File: config.mk
export PLATFORM = sky130hd
export DESIGN_NAME = dma_fly_chan
export DESIGN_NICKNAME = d
export VERILOG_FILES = /design/src/rtl/dma_fly_pkg.sv /design/src/rtl/dma_addr_step.sv /design/src/rtl/dma_unit_cnt.sv /design/src/rtl/dma_seq.sv /design/src/rtl/dma_fly_chan.sv
export SDC_FILE = /design/constraint.sdc
export NUM_CORES = 1
export LEC_CHECK = 0
export BUFFER_PORTS_ARGS = -buffer_cell sky130_fd_sc_hd__buf_2
export CAP_MARGIN = 40
export CORE_UTILIZATION = 35
export CTS_CLUSTER_DIAMETER = 50
export DETAILED_ROUTE_END_ITERATION = 8
export GPL_ROUTABILITY_DRIVEN = 0
export PLACE_DENSITY = 0.67
export SLEW_MARGIN = 15
export SYNTH_ARGS = -nofsm -noshare
export SYNTH_HDL_FRONTEND = slang
export SYNTH_SLANG_ARGS = --single-unit
export TNS_END_PERCENT = 1
File: constraint.sdc
create_clock -name clk -period 3.25 [get_ports clk]
set_input_delay 0.8125 -clock clk [delete_from_list [all_inputs] [get_ports clk]]
set_output_delay 0.8125 -clock clk [all_outputs]
set_load 0.01 [all_outputs]
File: src/rtl/dma_fly_pkg.sv
package dma_fly_pkg;
  typedef enum logic [1:0] {
    AM_INC  = 2'b00,
    AM_DEC  = 2'b01,
    AM_HOLD = 2'b10,
    AM_KEEP = 2'b11
  } amode_e;

  typedef enum logic [2:0] {
    S_IDLE,
    S_ARM,
    S_REQ,
    S_RD,
    S_WR,
    S_FLY
  } chan_st_e;
endpackage

File: src/rtl/dma_addr_step.sv
module dma_addr_step #(
  parameter int AW   = 32,
  parameter int STEP = 4
) (
  input  logic          clk,
  input  logic          rst_n,
  input  logic          load,
  input  logic [AW-1:0] load_val,
  input  logic [1:0]    mode,
  input  logic          adv,
  output logic [AW-1:0] addr
);
  import dma_fly_pkg::*;
  localparam logic [AW-1:0] INCR = AW'(STEP);

  always_ff @(posedge clk or negedge rst_n) begin
    if (!rst_n) addr <= '0;
    else if (load) addr <= load_val;
    else if (adv) begin
      case (amode_e'(mode))
        AM_INC:  addr <= addr + INCR;
        AM_DEC:  addr <= addr - INCR;
        default: addr <= addr;
      endcase
    end
  end

  AST_FIXED_ADDR_HOLDS: assert property (@(posedge clk) disable iff (!rst_n)
    (adv && !load && mode[1]) |=> $stable(addr));
endmodule

File: src/rtl/dma_unit_cnt.sv
module dma_unit_cnt #(
  parameter int CW = 16
) (
  input  logic          clk,
  input  logic          rst_n,
  input  logic          load,
  input  logic [CW-1:0] load_val,
  input  logic          dec,
  output logic          last,
  output logic          empty
);
  localparam logic [CW-1:0] ONE = CW'(1);
  logic [CW-1:0] cnt;

  always_ff @(posedge clk or negedge rst_n) begin
    if (!rst_n) cnt <= '0;
    else if (load) cnt <= load_val;
    else if (dec) cnt <= cnt - ONE;
  end

  assign last  = (cnt == ONE);
  assign empty = (cnt == '0);

  AST_CNT_NO_WRAP: assert property (@(posedge clk) disable iff (!rst_n)
    dec |-> !empty);
endmodule

File: src/rtl/dma_seq.sv
module dma_seq (
  input  logic                  clk,
  input  logic                  rst_n,
  input  logic                  go,
  input  logic                  fly,
  input  logic [1:0]            bmode,
  input  logic                  dreq,
  input  logic                  gnt,
  input  logic                  ready,
  input  logic                  last,
  output dma_fly_pkg::chan_st_e state,
  output logic                  unit_done
);
  import dma_fly_pkg::*;
  chan_st_e nxt;
  chan_st_e xfer_st;

  assign xfer_st   = fly ? S_FLY : S_RD;
  assign unit_done = ready && (state == S_WR || state == S_FLY);

  always_comb begin
    nxt = state;
    case (state)
      S_IDLE: if (go) nxt = S_ARM;
      S_ARM:  if (dreq) nxt = S_REQ;
      S_REQ:  if (gnt) nxt = xfer_st;
      S_RD:   if (ready) nxt = S_WR;
      S_WR, S_FLY: begin
        if (ready) begin
          if (last) nxt = S_IDLE;
          else if (bmode[1]) nxt = xfer_st;
          else if (bmode[0] && dreq) nxt = xfer_st;
          else nxt = S_ARM;
        end
      end
      default: nxt = S_IDLE;
    endcase
  end

  always_ff @(posedge clk or negedge rst_n) begin
    if (!rst_n) state <= S_IDLE;
    else state <= nxt;
  end

  AST_WRITE_FOLLOWS_READ: assert property (@(posedge clk) disable iff (!rst_n)
    (state == S_WR) |-> ($past(state) == S_RD || $past(state) == S_WR));
  AST_XFER_AFTER_GRANT: assert property (@(posedge clk) disable iff (!rst_n)
    ($past(state) == S_REQ && state != S_REQ) |-> $past(gnt));
endmodule

File: src/rtl/dma_fly_chan.sv
module dma_fly_chan #(
  parameter int AW = 32,
  parameter int DW = 32,
  parameter int CW = 16
) (
  input  logic          clk,
  input  logic          rst_n,
  input  logic          start,
  input  logic [AW-1:0] cfg_src,
  input  logic [AW-1:0] cfg_dst,
  input  logic [CW-1:0] cfg_count,
  input  logic [1:0]    cfg_src_mode,
  input  logic [1:0]    cfg_dst_mode,
  input  logic          cfg_flyby,
  input  logic          cfg_fly_to_mem,
  input  logic [1:0]    cfg_bus_mode,
  input  logic          dreq,
  output logic          dack,
  output logic          bus_req,
  input  logic          bus_gnt,
  output logic          mem_valid,
  input  logic          mem_ready,
  output logic          mem_we,
  output logic [AW-1:0] mem_addr,
  output logic [DW-1:0] mem_wdata,
  input  logic [DW-1:0] mem_rdata,
  output logic          busy,
  output logic          tc_flag,
  output logic          tc_irq
);
  import dma_fly_pkg::*;
  localparam int STEP  = DW / 8;
  localparam int NPTR  = 2;

  chan_st_e state;
  logic unit_done, last, empty, start_acc, go, zero_start, fin, hs;
  logic fly_q, tomem_q;
  logic [1:0] bm_q;
  logic [1:0] am_q [NPTR];
  logic [AW-1:0] ptr_init [NPTR];
  logic [AW-1:0] ptr [NPTR];
  logic [NPTR-1:0] ptr_adv;
  logic [DW-1:0] data_q;

  assign start_acc  = start && (state == S_IDLE);
  assign zero_start = start_acc && (cfg_count == '0);
  assign go         = start_acc && (cfg_count != '0);
  assign hs         = mem_valid && mem_ready;
  assign fin        = unit_done && last;

  always_ff @(posedge clk or negedge rst_n) begin
    if (!rst_n) begin
      fly_q <= 1'b0; tomem_q <= 1'b0; bm_q <= '0;
      am_q[0] <= '0; am_q[1] <= '0;
    end else if (go) begin
      fly_q <= cfg_flyby; tomem_q <= cfg_fly_to_mem; bm_q <= cfg_bus_mode;
      am_q[0] <= cfg_src_mode; am_q[1] <= cfg_dst_mode;
    end
  end

  dma_seq u_seq (
    .clk(clk), .rst_n(rst_n), .go(go), .fly(fly_q), .bmode(bm_q),
    .dreq(dreq), .gnt(bus_gnt), .ready(mem_ready), .last(last),
    .state(state), .unit_done(unit_done)
  );

  dma_unit_cnt #(.CW(CW)) u_cnt (
    .clk(clk), .rst_n(rst_n), .load(go), .load_val(cfg_count),
    .dec(unit_done), .last(last), .empty(empty)
  );

  assign ptr_init[0] = cfg_src;
  assign ptr_init[1] = cfg_dst;
  assign ptr_adv[0]  = hs && (state == S_RD || (state == S_FLY && !tomem_q));
  assign ptr_adv[1]  = hs && (state == S_WR || (state == S_FLY && tomem_q));

  for (genvar g = 0; g < NPTR; g++) begin : g_ptr
    dma_addr_step #(.AW(AW), .STEP(STEP)) u_ptr (
      .clk(clk), .rst_n(rst_n), .load(go), .load_val(ptr_init[g]),
      .mode(am_q[g]), .adv(ptr_adv[g]), .addr(ptr[g])
    );
  end

  always_ff @(posedge clk or negedge rst_n) begin
    if (!rst_n) data_q <= '0;
    else if (hs && state == S_RD) data_q <= mem_rdata;
  end

  always_ff @(posedge clk or negedge rst_n) begin
    if (!rst_n) begin
      tc_flag <= 1'b0; tc_irq <= 1'b0;
    end else begin
      tc_irq <= fin || zero_start;
      if (fin || zero_start) tc_flag <= 1'b1;
      else if (go) tc_flag <= 1'b0;
    end
  end

  assign busy      = (state != S_IDLE);
  assign bus_req   = (state == S_REQ) || (state == S_RD) || (state == S_WR) || (state == S_FLY);
  assign mem_valid = (state == S_RD) || (state == S_WR) || (state == S_FLY);
  assign dack      = (state == S_FLY);
  assign mem_we    = (state == S_WR) || (state == S_FLY && tomem_q);
  assign mem_addr  = mem_we ? ptr[1] : ptr[0];
  assign mem_wdata = data_q;

  AST_DACK_IN_MEM_CYCLE: assert property (@(posedge clk) disable iff (!rst_n)
    dack |-> (mem_valid && bus_req));
  AST_STALL_HOLDS: assert property (@(posedge clk) disable iff (!rst_n)
    (mem_valid && !mem_ready) |=> (mem_valid && $stable(mem_addr) && $stable(mem_we) && $stable(mem_wdata)));
  AST_GRANT_FIRST: assert property (@(posedge clk) disable iff (!rst_n)
    $rose(mem_valid) |-> ($past(bus_gnt) && $past(bus_req)));
  AST_TC_IDLE: assert property (@(posedge clk) disable iff (!rst_n)
    tc_irq |-> (!busy && !bus_req && tc_flag));
  AST_COUNT_LIVE: assert property (@(posedge clk) disable iff (!rst_n)
    mem_valid |-> !empty);
endmodule

== Word-level counts from Yosys, hierarchy flattened ==
Cells that the tools add are included.
Word-level totals
  register bits: 125
  latch bits: 0
  bits in writable memories: 0
  ROM bits: 0
  input bits: 126
  output and inout port bits: 71
  word-level logic and storage cells: 89
  memories kept: 0
Operators by class
  add/sub/neg operators: 5
  multiply operators: 0
  div/mod/pow operators: 0
  $lt $le $gt $ge: 0
  equality and inequality tests: 13
  shift-type cells: 0
  muxes and demuxes: 21
  bitwise gates (word level): 0
  reduce and logical (&&, ||, !) cells: 38
Operators by type and width (count)
  32-bit two-way mux: 5
  32-bit case mux with 2 select lines: 2
  32-bit by 3-bit adder with 32-bit output, second input constant: 2
  32-bit by 3-bit subtractor with 32-bit output, second input constant: 2
  16-bit two-way mux: 2
  3-bit two-way mux: 9
  16-bit by 1-bit equality test with 1-bit output, second input constant: 1
  16-bit logical NOT: 1
  16-bit nonzero test: 1
  16-bit by 1-bit subtractor with 16-bit output, second input constant: 1
  3-bit case mux with 5 select lines: 1
  1-bit logical AND: 12
  1-bit logical OR: 9
  3-bit nonzero test: 3
  2-bit != test, second input constant: 4
  2-bit nonzero test: 4
  3-bit by 2-bit equality test with 1-bit output, second input constant: 2
  3-bit equality test, second input constant: 2
  5-bit AND reduction: 1
  2-bit by 1-bit equality test with 1-bit output, second input constant: 2
  2-bit logical NOT: 2
  2-bit AND reduction: 2
  3-bit by 1-bit equality test with 1-bit output, second input constant: 1
  3-bit logical NOT: 1
  other kinds (4): 5

== Depth between registers and ports, before layout ==
Gate-level depths: netlist (run 1).
  depth after elaboration: 7
  mapped depth: 13
  gate-level depth less buffers: 10

== Hierarchy ==
From an unflattened synthesis (run 1), not the netlist that was laid out.
Second synthesis, totals
  cells, all modules: 1057
  area, all modules: 9419.0 um^2
Modules (own cells, without submodules)
  dma_addr_step: instances 2, cells an instance 388, area each 3001.6 um^2, sequential area each 800.8 um^2
  dma_fly_chan: instances 1, cells an instance 146, area each 2173.3 um^2, sequential area each 1051.0 um^2
  dma_unit_cnt: instances 1, cells an instance 100, area each 950.9 um^2, sequential area each 400.4 um^2
  dma_seq: instances 1, cells an instance 35, area each 291.5 um^2, sequential area each 75.1 um^2

== Worst setup path after synthesis (run 1) ==
No wires, ideal clock.
  kind: register to register
  start point: register am_q[1] (netlist name)
  end point: register g_ptr[1].u_ptr.addr[26]
  setup time: 0.126 ns
  data arrival time: 3.034 ns
  data required time: 3.124 ns
  setup slack: 0.090 ns
  cell stages (with the launch flop): 13
  buffers on the path: 3
  clock period less this slack: 3.160 ns
  cell sequence: dfrtp_1 > nand2b_1 > buf_2 > buf_1 > clkbuf_1 > xnor2_1 > ha_1 > and4_1 > a41o_1 > a41oi_2 > a2bb2oi_1 > mux2i_1 > a221o_1
Between the ends
  word-level cells in the longest chain between the ends: 4
  elaborated cells between the ends (all ways): 7
  those cells by class: eq/ne (1); mux (3); reduce/logical (3)
Ends and longest elaborated chain
  start, declared: line dma_fly_chan.sv:39  | logic [1:0] am_q [NPTR];
  2-bit by 1-bit equality test with 1-bit output / 2-bit logical NOT (equally long branches): line dma_addr_step.sv:20  | case (amode_e'(mode))
  32-bit case mux with 2 select lines: line dma_addr_step.sv:20
  32-bit two-way mux: line dma_addr_step.sv:19  | else if (adv) begin
  32-bit two-way mux: line dma_addr_step.sv:18  | else if (load) addr <= load_val;
  end signal, assigned: line dma_addr_step.sv:18
  end signal, assigned: line dma_addr_step.sv:21  | AM_INC: addr <= addr + INCR;
  end signal, assigned: line dma_addr_step.sv:22  | AM_DEC: addr <= addr - INCR;
  end, declared: line dma_addr_step.sv:11  | output logic [AW-1:0] addr
Parallel ways exist; a longest one is shown, timed or not. The select of a mux whose other input is x is not followed.
A chain may end at the register's enable or synchronous reset.

== Final worst setup path (run 1) ==
  start point: register u_seq.state[2]
  end point: output port mem_addr[27]
Between the ends
  word-level cells in the longest chain between the ends: 4
  elaborated cells between the ends (all ways): 5
  those cells by class: eq/ne (2); mux (1); reduce/logical (2)
Ends and longest elaborated chain
  start, declared: line dma_seq.sv:11  | output dma_fly_pkg::chan_st_e state,
  start signal, assigned: line dma_seq.sv:42  | else state <= nxt;
  3-bit equality test: line dma_fly_chan.sv:103  | assign mem_we = (state == S_WR) || (state == S_FLY && tomem_q);
  1-bit logical AND: line dma_fly_chan.sv:103
  1-bit logical OR *: line dma_fly_chan.sv:103
  32-bit two-way mux *: line dma_fly_chan.sv:104  | assign mem_addr = mem_we ? ptr[1] : ptr[0];
  end, declared: line dma_fly_chan.sv:24  | output logic [AW-1:0] mem_addr,
Mark *: on every way between the ends. The rest lies on a longest branch, timed or not.

==> results of run 1 <==
## flip-flops by register name, summed over array words and instances, names as in the netlist
| register | count |
|---|---|
| am_q | 4 |
| bm_q | 2 |
| fly_q | 1 |
| g_ptr.u_ptr.addr | 64 |
| mem_wdata | 32 |
| tc_flag | 1 |
| tc_irq | 1 |
| tomem_q | 1 |
| u_cnt.cnt | 16 |
| u_seq.state | 3 |
## cells by family (layout without fill, tap and decap cells)
| group | after synthesis | count (layout) |
|---|---|---|
| flops | 125 | 125 |
| compound gates | 219 | 219 |
| simple gates | 596 | 596 |
| other cells | 0 | 1 |
| mux | 55 | 55 |
| buf+inv | 105 | 277 |
| xor+xnor | 53 | 53 |
| fa+ha+maj | 4 | 4 |
## cell usage after synthesis, types with 15 or more instances
| master | number |
|---|---|
| nand2_1 | 245 |
| dfrtp_1 | 125 |
| nor2_1 | 94 |
| clkbuf_1 | 73 |
| o21ai_0 | 60 |
| a21oi_1 | 53 |
| nand3_1 | 46 |
| nor3_1 | 40 |
| xnor2_1 | 38 |
| nor4_1 | 36 |
| mux2_2 | 35 |
| or3_1 | 25 |
| nand4_1 | 24 |
| mux2i_1 | 19 |
| a31oi_1 | 18 |
| xor2_1 | 15 |
## worst paths after layout
path                                        startpoint                 endpoint
worst max-delay path                    u_seq.state[2]             mem_addr[27]
worst min-delay path                             rst_n            mem_wdata[28]
worst max register to register          u_seq.state[2]           u_seq.state[0]
worst min register to register  g_ptr[0].u_ptr.addr[0]   g_ptr[0].u_ptr.addr[0]
max in group asynchronous                        rst_n  g_ptr[0].u_ptr.addr[30]
min in group clk                g_ptr[0].u_ptr.addr[0]   g_ptr[0].u_ptr.addr[0]
## final cells by class
| type | instances | share of cell area |
|---|---|---|
| multi-input cells | 927 | 0.4948 |
| flip-flops and latches | 125 | 0.2869 |
| repair buffers | 237 | 0.1219 |
| clock buffers | 17 | 0.03901 |
| well taps | 330 | 0.03787 |
| clock inverters | 15 | 0.01664 |
| inverters | 8 | 0.002754 |
| diodes | 1 | 0.0002295 |
## layer usage
metal  vias to the layer above  global-route usage  part of all wire
met4                         2              0.1021             0.042
met5                         -                   0           0.00042
met2                       520              0.3703              0.45
met1                      4469              0.3219              0.42
li1                       4450                   -                 -
met3                        95             0.04135             0.085
## report_power, final
part	internal, mW	switching [mW]	leakage [nW]
sequential	2.30	1.25	1.51
clock	1.22	0.791	0.296
combinational	2.07	3.07	2.76
total	5.59	5.11	4.57
==> results.yml, run 1 <==
status:
  status: "completed"
synthesis:
  synth_cells: 1157
  synthFlopType: "dfrtp_1"
  synthSimpleGateAreaFrac: 0.3203
  synth_top_family_by_area: "simple AND/OR/NAND/NOR gates"
  synth-xor-area-share: 0.05205
  synthesis.area_um2: 8919
  ys_seq_area_frac: 0.3507
  yosys.area.top_type: "dfrtp_1"
  async_reset_ff_frac: 1.000
  ys_types: 76
  synthDominantCellAreaShare: 0.3507
  synth_area_leaders: "dfrtp_1, nand2_1, mux2_2"
  yosys_warnings: 0
  syn-num-nets: 1287
  synthMuxAreaShare: 0.06678
  synth_edf_count: 0
  yosys.area_share.adder: 0.005612
  ys_seq_elements: 125
  synth-compound-area-share: 0.1571
  synth.avg_cell_area_um2: 7.708
global_route:
  antenna_found_initial: 2
  gr-total-overflow: 0
  grt_pass1_wl_um: 48800
  grt_pass1_vias: 8922
  grt_usage: 0.2373
  grt_max_degree: 46
die:
  die_area_um2: 26120
  num_rows: 58
  io-pin-count: 197
  die_h_um: 161.6
  start_util: 0.3552
  die_w_um: 161.6
  core-area_um2: 25110
power:
  power.density_nw_per_um2: 981.4
  peakVddDrop_mv: 0.5805
  leakagePower_nw: 4.567
  total_power_mw: 10.70
worst_setup_path:
  arrival_ps: 2240
  critPathKind: "register to primary output"
  cpMaxStageDelayCell: "dfrtp_1"
  setup.worst_path.end_class: "primary output"
  cpPeakStageDelay_ps: 550
  worst-path-buf-inv: 3
  cp.required_ps: 2440
  crit_family: "buffers and inverters"
  worstPathMaxFanout: 22
  cp.depth: 7
  cp_cell_sequence: "and2b_1, o21ai_2, inv_1, buf_12, nand2_1, nand2_1, buf_2"
  reg2reg_slack_ps: 390
  startpoint_type: "register"
  critPathMostFrequentCell: "nand2_1"
  reg2reg_depth: 8
timing:
  fin_crit_sh: 0.9380
  setup_slack_ps: 201.6
  period_needed_ps: 3048
  slew_violations: 0
  holdWs_ps: 286.7
  tns_ps: 0
  clock_skew_ps: 13.10
  finalHoldViolations: 0
  rsz0062_at_grt: "no"
  setup_viol: 0
  slew-limit-headroom: 0.4869
  max_slew.worst_pin.slew_ps: 768.1
  fmax_ghz: 0.3280
cts:
  clock-sinks: 125
  numCtsBuffers: 17
  cts.clk_slew.worst_paths_ps: 60
  clock_latency_ps: 430
  cts_tree: "built"
  cts_root_buf: "clkbuf_16"
  postCtsSetupRepairBufs: 0
  cts_resized: 0
  cts_max_level: 4
  ctsLongestPathBuffers: 2
  holdBufCountCts: 0
worst_hold_path:
  min-delay-path-class: "input pin to asynchronous set/reset pin"
finish:
  drive_gt1_frac: 0.2476
  fill_cells: 2622
  finalInstanceArea_um2: 10900
  utilization: 0.4343
  seqCellArea_um2: 3128
  area_growth_pct: 22.26
  layout_commonest_cell: "nand2_1"
  multi_input_area_um2: 5395
  stdcell_count: 1660
  layout_common_cells: "nand2_1, buf_2, dfrtp_1"
  nets: 1446
drt:
  drc: 0
  detailedRoute.firstPassIterationCount: 6
  drt_iter0_markers: 1234
  vias: 9536
  wirelength_um: 30980
  via_per_inst: 5.745
  ant_nets: 0
  wire_per_inst_um: 18.66
placed_design:
  placedCellCount: 1627
  dpl_cell_area_um2: 10290
  portBuffers: 196
  hpwl_um: 23080
  dp_slack_ps: 391.2
run:
  cap_violations: 0
Note: power is estimated with default switching activity, not from simulation.
==> run 2: changes to the inputs <==
--- a/config.mk
+++ b/config.mk
@@ -5,13 +5,13 @@
 export SDC_FILE = /design/constraint.sdc
 export NUM_CORES = 1
 export LEC_CHECK = 0
-export BUFFER_PORTS_ARGS = -buffer_cell sky130_fd_sc_hd__buf_2
 export CAP_MARGIN = 40
 export CORE_UTILIZATION = 35
-export CTS_CLUSTER_DIAMETER = 50
 export DETAILED_ROUTE_END_ITERATION = 8
+export DONT_BUFFER_PORTS = 1
 export GPL_ROUTABILITY_DRIVEN = 0
-export PLACE_DENSITY = 0.67
+export GPL_TIMING_DRIVEN = 0
+export PLACE_DENSITY = 0.6
 export SLEW_MARGIN = 15
 export SYNTH_ARGS = -nofsm -noshare
 export SYNTH_HDL_FRONTEND = slang
==> run 2 against run 1 <==
Effect of this change:
- sequential share of layout area up 2.4 points
- clock skew up 1.3 ps
- maximum frequency down 1.8%
- via count down 3.7%
- core utilization down 3.3 points
- sequential power down 15%
- largest cell class unchanged
==> results.yml, run 2 (synthesized netlist as in run 1, its figures left out) <==
cts:
  cts_tree: "built"
  clock-sinks: 125
  cts_root_buf: "clkbuf_16"
  ctsLongestPathBuffers: 2
  cts.clk_slew.worst_paths_ps: 70
  clock_latency_ps: 440
  cts_max_level: 4
  postCtsSetupRepairBufs: 0
  numCtsBuffers: 17
  holdBufCountCts: 0
timing:
  max_slew.worst_pin.slew_ps: 800.0
  slew-limit-headroom: 0.4617
  fin_crit_sh: 0.9547
  fmax_ghz: 0.3223
  finalHoldViolations: 0
  tns_ps: 0
  period_needed_ps: 3103
  holdWs_ps: 69.77
  setup_slack_ps: 147.1
  setup_viol: 0
  slew_violations: 0
  clock_skew_ps: 14.39
placed_design:
  portBuffers: 0
  hpwl_um: 24930
  dp_slack_ps: -853.4
  dpl_cell_area_um2: 9344
worst_setup_path:
  worstPathMaxFanout: 19
  r2r_start: "am_q[1]"
  cp_cell_sequence: "nand2b_2, buf_6, buf_4, xnor2_2, ha_4, and4_4, a41o_1, a41oi_4, mux2i_1, or3_1, a31oi_1"
  arrival_ps: 3460
  setup.worst_path.end_class: "register"
  cpPeakStageDelay_ps: 450
  critPathKind: "register to register"
  startpoint: "am_q[1]"
  cpMaxStageDelayCell: "dfrtp_2"
  cp.required_ps: 3600
  startpoint_type: "register"
die:
  io-pin-count: 197
  start_util: 0.3552
  die_h_um: 161.6
  die_w_um: 161.6
  num_rows: 58
  die_area_um2: 26120
  core-area_um2: 25110
finish:
  largest-register: "g_ptr.u_ptr.addr"
  area_growth_pct: 13.05
  drive_gt1_frac: 0.1051
  nets: 1306
  finalInstanceArea_um2: 10080
  largest_reg_flops: 64
  fill_cells: 2646
  layout_common_cells: "nand2_1, dfrtp_1, nor2_1"
  layout_commonest_cell: "nand2_1"
  utilization: 0.4015
  seqCellArea_um2: 3131
  multi_input_area_um2: 5475
drt:
  drt_iter0_markers: 944
  wire_per_inst_um: 22.05
  wirelength_um: 33540
  detailedRoute.firstPassIterationCount: 6
  ant_nets: 0
  via_per_inst: 6.036
  drc: 0
  vias: 9180
global_route:
  grt_pass1_wl_um: 50560
  gr-total-overflow: 0
  grt_usage: 0.2556
  grt_max_degree: 126
  grt_pass1_vias: 8524
  antenna_found_initial: 2
worst_hold_path:
  min-delay-path-class: "input pin to asynchronous set/reset pin"
power:
  power.density_nw_per_um2: 1046
  peakVddDrop_mv: 0.4024
  leakagePower_nw: 3.769
run:
  cap_violations: 0
status:
  status: "completed"
-- run 2: cell count changes in the layout (fill, tap and decap cells not counted), moves of 3 or more --
cell      change
nor3_1        -3
clkbuf_1     +71
inv_6         -4
buf_1         +8
buf_4        -34
buf_12        -3
a21oi_2       +3
a21oi_1       -3
clkinv_4      +4
buf_2       -184
-- run 2: what timing repair did --
action,4_1_cts,5_1_grt
pin swaps,0,1
resized for setup,17,17
setup endpoints to repair,43,15
-- run 2: critical path: cells and delay by family (launching register included) --
family | cells | cell delay, ps
adders and majority gates | 1 | 210
DFF | 1 | 450
and+or+nand+nor | 3 | 780
AOI/OAI and AO/OA | 3 | 830
buffers and inverters | 2 | 400
xor gates and xnor gates | 1 | 160
muxes | 1 | 180
-- run 2: per-layer routing --
layer | routed length (µm) | GRT usage | part of all wire | vias up
li1 | - | - | - | 4177
met1 | 13430 | 0.3311 | 0.40 | 4387
met2 | 14960 | 0.3846 | 0.45 | 515
met3 | 3675 | 0.08346 | 0.11 | 101
met4 | 1476 | 0.1179 | 0.044 | 0
met5 | 0 | 0 | 0 | -
-- run 2: power by group --
part | internal, mW | total [mW] | switching, mW
logic | 1.74 | 5.47 | 3.73
clock network | 1.23 | 2.04 | 0.813
registers | 2.31 | 3.03 | 0.718
-- run 2: stage by stage --
| step | total power, mW | instances |
|---|---|---|
| finish | 10.54 | 1521 |
| global route | 11.17 | 1521 |
| CTS | 10.35 | 1519 |
| detailed placement | 8.231 | 1489 |
| global placement | 8.168 | 1487 |
| floorplan | 6.577 | 1157 |
-- run 2: path summary, 6_finish.rpt --
kind / to / slack (ps) / cells past startpoint
min reg2reg: g_ptr[0].u_ptr.addr[1] / 480 / 2
max in group asynchronous: g_ptr[1].u_ptr.addr[12] / 2880 / 0
min in group clk: g_ptr[0].u_ptr.addr[1] / 480 / 2
min: mem_wdata[27] / 70 / 0
max: g_ptr[1].u_ptr.addr[30] / 150 / 11
max reg2reg: g_ptr[1].u_ptr.addr[30] / 150 / 11
-- run 2: final cells by class --
| type | instances | share of cell area |
|---|---|---|
| Multi-Input combinational cell | 927 | 0.5431 |
| Inverter | 8 | 0.002978 |
| Tap cell | 330 | 0.04095 |
| Clock buffer | 18 | 0.04257 |
| Clock inverter | 14 | 0.01824 |
| Sequential cell | 125 | 0.3105 |
| Timing Repair Buffer | 2 | 0.001241 |
| Buffer | 95 | 0.03996 |
| Antenna cell | 2 | 0.0004964 |
